===== src/rtl/hsa_pkg.sv =====
package hsa_pkg;

  // Source of the word captured for a read response
  typedef enum logic [1:0] {
    RD_REG  = 2'd0,
    RD_SWAP = 2'd1,
    RD_FIFO = 2'd2
  } rd_src_e;

  // True when a 16-bit access lands on the upper half of the internal word
  function automatic logic upper_half(input logic wide, input logic swap_on,
                                      input logic a1);
    return !wide && (a1 ^ swap_on);
  endfunction

endpackage


===== src/rtl/hsa_lane_map.sv =====
module hsa_lane_map #(
  parameter int DW = 32
) (
  input  logic            wide,
  input  logic            hi_sel,
  input  logic [DW-1:0]   wdata,
  input  logic [DW-1:0]   rword,
  output logic [DW/8-1:0] be,
  output logic [DW-1:0]   wmap,
  output logic [DW-1:0]   rnarrow
);
  localparam int HW  = DW / 2;
  localparam int BEW = DW / 8;

  // Byte enables: all lanes when wide, otherwise one half picked by hi_sel
  for (genvar g = 0; g < BEW; g++) begin : g_be
    if (g >= BEW / 2) begin : g_upper
      assign be[g] = wide | hi_sel;
    end else begin : g_lower
      assign be[g] = wide | ~hi_sel;
    end
  end

  // Narrow write data is replicated so either half carries it
  assign wmap = wide ? wdata : {wdata[HW-1:0], wdata[HW-1:0]};

  // Narrow read returns the selected half in the low lanes
  always_comb begin
    if (wide) begin
      rnarrow = rword;
    end else if (hi_sel) begin
      rnarrow = {{HW{1'b0}}, rword[DW-1:HW]};
    end else begin
      rnarrow = {{HW{1'b0}}, rword[HW-1:0]};
    end
  end

endmodule


===== src/rtl/hsa_swap_reg.sv =====
module hsa_swap_reg #(
  parameter int DW = 32
) (
  input  logic            clk,
  input  logic            rst_n,
  input  logic            wr_en,
  input  logic [DW/8-1:0] be,
  input  logic [DW-1:0]   wdata,
  output logic [DW-1:0]   value,
  output logic            swap_on
);
  localparam int BEW = DW / 8;

  for (genvar g = 0; g < BEW; g++) begin : g_byte
    always_ff @(posedge clk or negedge rst_n) begin
      if (!rst_n) begin
        value[8*g +: 8] <= 8'h00;
      end else if (wr_en && be[g]) begin
        value[8*g +: 8] <= wdata[8*g +: 8];
      end
    end
  end

  // Only the exact all-ones pattern turns swapping on
  assign swap_on = &value;

endmodule


===== src/rtl/hsa_tx_pack.sv =====
module hsa_tx_pack #(
  parameter int DW = 32
) (
  input  logic          clk,
  input  logic          rst_n,
  input  logic          wide,
  input  logic          hi_sel,
  input  logic          wr_req,
  input  logic [DW-1:0] wdata,
  input  logic          tx_ready,
  output logic          tx_valid,
  output logic [DW-1:0] tx_data,
  output logic          wr_ready
);
  localparam int HW = DW / 2;

  logic [HW-1:0] low_q;
  logic          completes;

  // A wide write or the upper half closes a word
  assign completes = wide | hi_sel;
  assign tx_valid  = wr_req & completes;
  assign tx_data   = wide ? wdata : {wdata[HW-1:0], low_q};
  assign wr_ready  = completes ? tx_ready : 1'b1;

  always_ff @(posedge clk or negedge rst_n) begin
    if (!rst_n) begin
      low_q <= '0;
    end else if (wr_req && !completes) begin
      low_q <= wdata[HW-1:0];
    end
  end

endmodule


===== src/rtl/hsa_rx_split.sv =====
module hsa_rx_split #(
  parameter int DW = 32
) (
  input  logic          clk,
  input  logic          rst_n,
  input  logic          wide,
  input  logic          hi_sel,
  input  logic          rd_req,
  input  logic          rx_valid,
  input  logic [DW-1:0] rx_data,
  output logic          rx_ready,
  output logic          rd_ready,
  output logic [DW-1:0] rd_word
);
  localparam int HW = DW / 2;

  logic [HW-1:0] hold_q;
  logic          pops;

  // A wide read or the lower half fetches a new word
  assign pops     = wide | ~hi_sel;
  assign rx_ready = rd_req & pops;
  assign rd_ready = pops ? rx_valid : 1'b1;
  assign rd_word  = pops ? rx_data : {hold_q, {HW{1'b0}}};

  always_ff @(posedge clk or negedge rst_n) begin
    if (!rst_n) begin
      hold_q <= '0;
    end else if (rd_req && pops && rx_valid && !wide) begin
      hold_q <= rx_data[DW-1:HW];
    end
  end

endmodule


===== src/rtl/hbus_swap_adapter.sv =====
module hbus_swap_adapter
  import hsa_pkg::*;
#(
  parameter int DW        = 32,
  parameter int AW        = 8,
  parameter int SWAP_ADDR = 29
) (
  input  logic            clk,
  input  logic            rst_n,
  input  logic            mode32,
  input  logic            host_req_valid,
  output logic            host_req_ready,
  input  logic            host_req_write,
  input  logic            host_req_fifo,
  input  logic            host_req_a1,
  input  logic [AW-1:0]   host_req_addr,
  input  logic [DW-1:0]   host_req_wdata,
  output logic            host_rsp_valid,
  output logic [DW-1:0]   host_rsp_rdata,
  output logic            reg_wr_en,
  output logic            reg_rd_en,
  output logic [AW-1:0]   reg_addr,
  output logic [DW/8-1:0] reg_be,
  output logic [DW-1:0]   reg_wdata,
  input  logic [DW-1:0]   reg_rdata,
  output logic            tx_valid,
  input  logic            tx_ready,
  output logic [DW-1:0]   tx_data,
  input  logic            rx_valid,
  output logic            rx_ready,
  input  logic [DW-1:0]   rx_data
);
  localparam int BEW = DW / 8;
  localparam logic [AW-1:0] SWAP_IDX = AW'(SWAP_ADDR);

  logic            swap_on;
  logic [DW-1:0]   swap_q;
  logic            hi_sel;
  logic            hit_swap;
  logic            fifo_wr, fifo_rd, reg_req;
  logic            wr_ready, rd_ready;
  logic [DW-1:0]   rx_word;
  logic [DW-1:0]   rd_mux;
  logic [DW-1:0]   rd_narrow;
  logic [BEW-1:0]  be_map;
  logic [DW-1:0]   wdata_map;
  logic            rd_acc;
  rd_src_e         rd_src;

  assign hi_sel   = upper_half(mode32, swap_on, host_req_a1);
  assign hit_swap = (host_req_addr == SWAP_IDX);
  assign fifo_wr  = host_req_valid &  host_req_write &  host_req_fifo;
  assign fifo_rd  = host_req_valid & ~host_req_write &  host_req_fifo;
  assign reg_req  = host_req_valid & ~host_req_fifo;

  hsa_lane_map #(.DW(DW)) u_map (
    .wide    (mode32),
    .hi_sel  (hi_sel),
    .wdata   (host_req_wdata),
    .rword   (rd_mux),
    .be      (be_map),
    .wmap    (wdata_map),
    .rnarrow (rd_narrow)
  );

  hsa_swap_reg #(.DW(DW)) u_swap (
    .clk     (clk),
    .rst_n   (rst_n),
    .wr_en   (reg_req & host_req_write & hit_swap),
    .be      (be_map),
    .wdata   (wdata_map),
    .value   (swap_q),
    .swap_on (swap_on)
  );

  hsa_tx_pack #(.DW(DW)) u_tx (
    .clk      (clk),
    .rst_n    (rst_n),
    .wide     (mode32),
    .hi_sel   (hi_sel),
    .wr_req   (fifo_wr),
    .wdata    (host_req_wdata),
    .tx_ready (tx_ready),
    .tx_valid (tx_valid),
    .tx_data  (tx_data),
    .wr_ready (wr_ready)
  );

  hsa_rx_split #(.DW(DW)) u_rx (
    .clk      (clk),
    .rst_n    (rst_n),
    .wide     (mode32),
    .hi_sel   (hi_sel),
    .rd_req   (fifo_rd),
    .rx_valid (rx_valid),
    .rx_data  (rx_data),
    .rx_ready (rx_ready),
    .rd_ready (rd_ready),
    .rd_word  (rx_word)
  );

  // Register window
  assign reg_wr_en = reg_req &  host_req_write & ~hit_swap;
  assign reg_rd_en = reg_req & ~host_req_write & ~hit_swap;
  assign reg_addr  = host_req_addr;
  assign reg_be    = be_map;
  assign reg_wdata = wdata_map;

  // Acceptance
  always_comb begin
    if (host_req_fifo) begin
      host_req_ready = host_req_write ? wr_ready : rd_ready;
    end else begin
      host_req_ready = 1'b1;
    end
  end

  // Read source select
  always_comb begin
    if (host_req_fifo)  rd_src = RD_FIFO;
    else if (hit_swap)  rd_src = RD_SWAP;
    else                rd_src = RD_REG;
  end

  always_comb begin
    case (rd_src)
      RD_FIFO: rd_mux = rx_word;
      RD_SWAP: rd_mux = swap_q;
      default: rd_mux = reg_rdata;
    endcase
  end

  assign rd_acc = host_req_valid & host_req_ready & ~host_req_write;

  always_ff @(posedge clk or negedge rst_n) begin
    if (!rst_n) begin
      host_rsp_valid <= 1'b0;
      host_rsp_rdata <= '0;
    end else begin
      host_rsp_valid <= rd_acc;
      if (rd_acc) begin
        host_rsp_rdata <= rd_narrow;
      end
    end
  end

endmodule


===== config.mk =====
export PLATFORM = sky130hd
export DESIGN_NAME = hbus_swap_adapter
export DESIGN_NICKNAME = d
export VERILOG_FILES = /design/src/rtl/hsa_pkg.sv /design/src/rtl/hsa_lane_map.sv /design/src/rtl/hsa_swap_reg.sv /design/src/rtl/hsa_tx_pack.sv /design/src/rtl/hsa_rx_split.sv /design/src/rtl/hbus_swap_adapter.sv
export SDC_FILE = /design/constraint.sdc
export NUM_CORES = 1
export LEC_CHECK = 0
export CORE_UTILIZATION = 30
export CTS_CLUSTER_DIAMETER = 30
export CTS_CLUSTER_SIZE = 30
export DETAILED_ROUTE_END_ITERATION = 7
export PLACE_DENSITY = 0.67
export SYNTH_ARGS = -nofsm -noshare
export SYNTH_HDL_FRONTEND = slang
export SYNTH_HIERARCHICAL = 1
export SYNTH_SLANG_ARGS = --single-unit

===== constraint.sdc =====
create_clock -name clk -period 3.1 [get_ports clk]
set_clock_uncertainty 0.05 [all_clocks]
set_input_delay 0.31 -clock clk [delete_from_list [all_inputs] [get_ports clk]]
set_output_delay 0.31 -clock clk [all_outputs]
set_load 0.05 [all_outputs]

==> results.txt <==
Run status: complete, no violations
Global-route wire length before repair: 31.0 mm
Slew HR: 0.431
CORE AREA: 21000 µm²
Chip width: 148 µm
Effective utilization at floorplan: 0.305
Pre-CTS setup slack: 0.000727 ns
Seq/Total Area, Yosys: 0.380
Clock Sinks: 97
Syn Inst Count: 542
Drt pass-1 iters: 4
ANT cells: 0
Reg2Reg Setup Slack: 0.10 ns
H-tree Lvls: 3
Antenna violations before repair: 0
HPWL Detailed: 15.9 mm
Avg WL per Cell: 20.1 µm
Cell Pwr Density: 477 nW/µm²
Average cell area after synthesis: 11.8 µm²
Final min period: 3.01 ns
DR DRC count: 0
Mapped Area: 6380 µm²
Number of global-route vias before repair: 5116
CTS root buf: clkbuf_16
CTS clk-pin slew, worst paths: 0.07 ns
Total GRT Usage: 0.191
Worst r2r dst: host_rsp_rdata[12]
R2r worst-path depth: 12
Placed cell count: 1011
Total congestion overflow: 0
Die height: 148 µm
WL final: 20.8 mm
Ys Warns: 6
# rows: 53
Nets: 869
Fmax: 332 MHz
# fillers: 2013
Synth-to-Final Area Change: 45.9%
Crit Reg-Reg Startpoint: u_swap/value[8]
Worst-Margin Slew: 0.854 ns
# setup viols final: 0
MaxCap Viol Count: 0
Routed vias: 5055
Share of layout cells above drive strength 1: 0.334
Syn_nets: 655
ANT nets after route: 0
Final worst slack: 0.0864 ns
TritonCTS clock tree: yes
TritonCTS buffer count: 9
Largest net degree at the start of global routing: 64
First DRT Iteration DRCs: 280
Hold Fails Final Rpt: 0
# port buffers: 226
Routability cong.: 0.821
Worst-skew pair later-pin latency: 0.34 ns
CTS Hold Bufs: 0
Synth cell types: 34
Die area: 21900 µm²
Worst Path Max Fanout: 8
I/O pin count: 227
#FFs+latches synth: 97
CP startpoint kind: flop
Fin crit share: 0.972
Post-Layout Cell Count: 1036
Crit path required time: 2.74 ns
Final Slew Violations: 0
Peak VDD IR: 0.237 mV
Crit Path Class: reg2out
Arr. time, crit path: 2.65 ns
Vias per std cell: 4.88
CP endpoint kind: primary output
LEAKAGE: 4.01 nW
CTS max path bufs: 2
Hold WC Path Type: in2async
[sequential cells by signal, indices dropped and copies added, names as in the netlist]
signal and cells:
u_rx/hold_q 16, u_swap/value 32, host_rsp_valid 1, u_tx/low_q 16
host_rsp_rdata 32
[per-layer routing]
metal,global-route usage,part of all wire,up-vias
met2,0.319,0.49,177
li1,-,-,2360
met3,0.0380,0.058,20
met4,0.0433,0.018,0
met5,0,0,-
met1,0.252,0.44,2498
[report_power, final]
group / total, mW / internal, mW / switching [mW]
registers: 1.55 / 1.45 / 0.100
clock network: 1.20 / 0.728 / 0.476
logic: 1.70 / 0.716 / 0.980
[placed cells by master (no fill, tap or decap), types with 4 or more instances in the layout]
| master | instances |
|---|---|
| buf_4 | 45 |
| mux2_2 | 117 |
| nand2_1 | 34 |
| mux2_4 | 19 |
| dfrtp_1 | 97 |
| nand4_1 | 40 |
| and2_1 | 33 |
| o311ai_2 | 28 |
| nand2_2 | 4 |
| clkbuf_16 | 12 |
| buf_12 | 7 |
| inv_1 | 32 |
| o311ai_1 | 4 |
| mux2_1 | 40 |
| clkdlybuf4s50_1 | 214 |
[cell families (layout without fill, tap and decap cells)]
logic type | after synthesis | count (layout) | synth area share
AOI/OAI and AO/OA | 36 | 36 | 0.0805
DFF | 97 | 97 | 0.380
and+or+nand+nor | 130 | 130 | 0.121
buffers and inverters | 102 | 321 | 0.0954
xor gates and xnor gates | 1 | 1 | 0.00137
muxes | 176 | 176 | 0.322
[critical path: stages, from the launching register on]
cell and delay [ns]:
dfrtp_1 0.39, nand4_1 0.19, or4_4 0.49, nor2_4 0.10, xnor2_1 0.08, nor2_2 0.17
nand2b_4 0.10, clkbuf_16 0.18, nand2b_1 0.08, inv_2 0.05, o211ai_1 0.25, clkbuf_16 0.23
[stage by stage]
| stage | power, mW | setup TNS (ns) | utilization | hold WS (ns) | cell area (µm²) |
|---|---|---|---|---|---|
| 4_1_cts | 4.48 | 0 | 0.438 | 0.0543 | 9190 |
| 6_report | 4.45 | 0 | 0.445 | 0.0274 | 9320 |
| 3_5_place_dp | 3.26 | 0 | 0.423 | 0.424 | 8860 |
| 5_1_grt | 4.62 | -0.0458 | 0.445 | 0.0832 | 9320 |
| 2_1_floorplan | 2.63 | 0 | - | -0.0356 | 6390 |
| 3_3_place_gp | 3.25 | 0 | 0.423 | 0.415 | 8860 |
[worst max path at each step]
stage,slack (ns),to,from,cells after the start
2_1_floorplan,0.01,host_req_ready,u_swap/value[22],11
3_3_place_gp,0.03,host_rsp_rdata[14],u_swap/value[5],12
3_5_place_dp,0.0007,host_rsp_rdata[14],u_swap/value[5],12
4_1_cts,0.03,host_rsp_rdata[12],u_swap/value[5],12
5_1_grt,-0.05,host_req_ready,u_swap/value[8],11
6_report,0.09,host_req_ready,u_swap/value[8],11
[area by class of cell]
class	instances	area, µm²	share of cell area
Clock buffer	11	243	0.0261
Clock inverter	5	78.8	0.00846
Tap cell	275	344	0.0369
Timing Repair Buffer	271	2710	0.290
Inverter	34	128	0.0137
Sequential cell	97	2430	0.261
Multi-Input combinational cell	343	3390	0.364
[synthesized netlist by cell type]
| master | n | area share |
|---|---|---|
| mux2_1 | 40 | 0.071 |
| nor3b_2 | 1 | 0.0020 |
| buf_4 | 30 | 0.035 |
| inv_1 | 32 | 0.019 |
| nor3b_4 | 1 | 0.0029 |
| o21bai_1 | 1 | 0.0012 |
| dfrtp_1 | 97 | 0.38 |
| inv_2 | 2 | 0.0012 |
| nand2_2 | 4 | 0.0039 |
| nor2_1 | 4 | 0.0024 |
| o311ai_1 | 5 | 0.0069 |
| nand4_1 | 40 | 0.039 |
| and4b_1 | 1 | 0.0016 |
| nand2b_4 | 1 | 0.0022 |
| nor4b_4 | 1 | 0.0037 |
| buf_6 | 8 | 0.014 |
| buf_12 | 2 | 0.0063 |
| mux2_2 | 117 | 0.21 |
| mux2_4 | 19 | 0.045 |
| a21oi_2 | 1 | 0.0014 |
| o311ai_2 | 27 | 0.069 |
| buf_2 | 8 | 0.0063 |
| nand2b_1 | 3 | 0.0029 |
| xnor2_1 | 1 | 0.0014 |
| or4_1 | 2 | 0.0024 |
| clkbuf_1 | 19 | 0.011 |
| nor3_1 | 2 | 0.0016 |
| buf_8 | 1 | 0.0024 |
| or2_2 | 1 | 0.00098 |
| nand2_1 | 34 | 0.020 |
| o21a_1 | 1 | 0.0012 |
| and4bb_1 | 1 | 0.0020 |
| and2_1 | 34 | 0.033 |
| o211ai_1 | 1 | 0.0012 |
[what timing repair did]
item	in CTS	in global routing
cloned	0	2
pin swaps	0	3
resized for setup	1	8
buffers inserted	0	7
endpoints found under the setup margin	1	19
(Power assumes the default switching activity.)
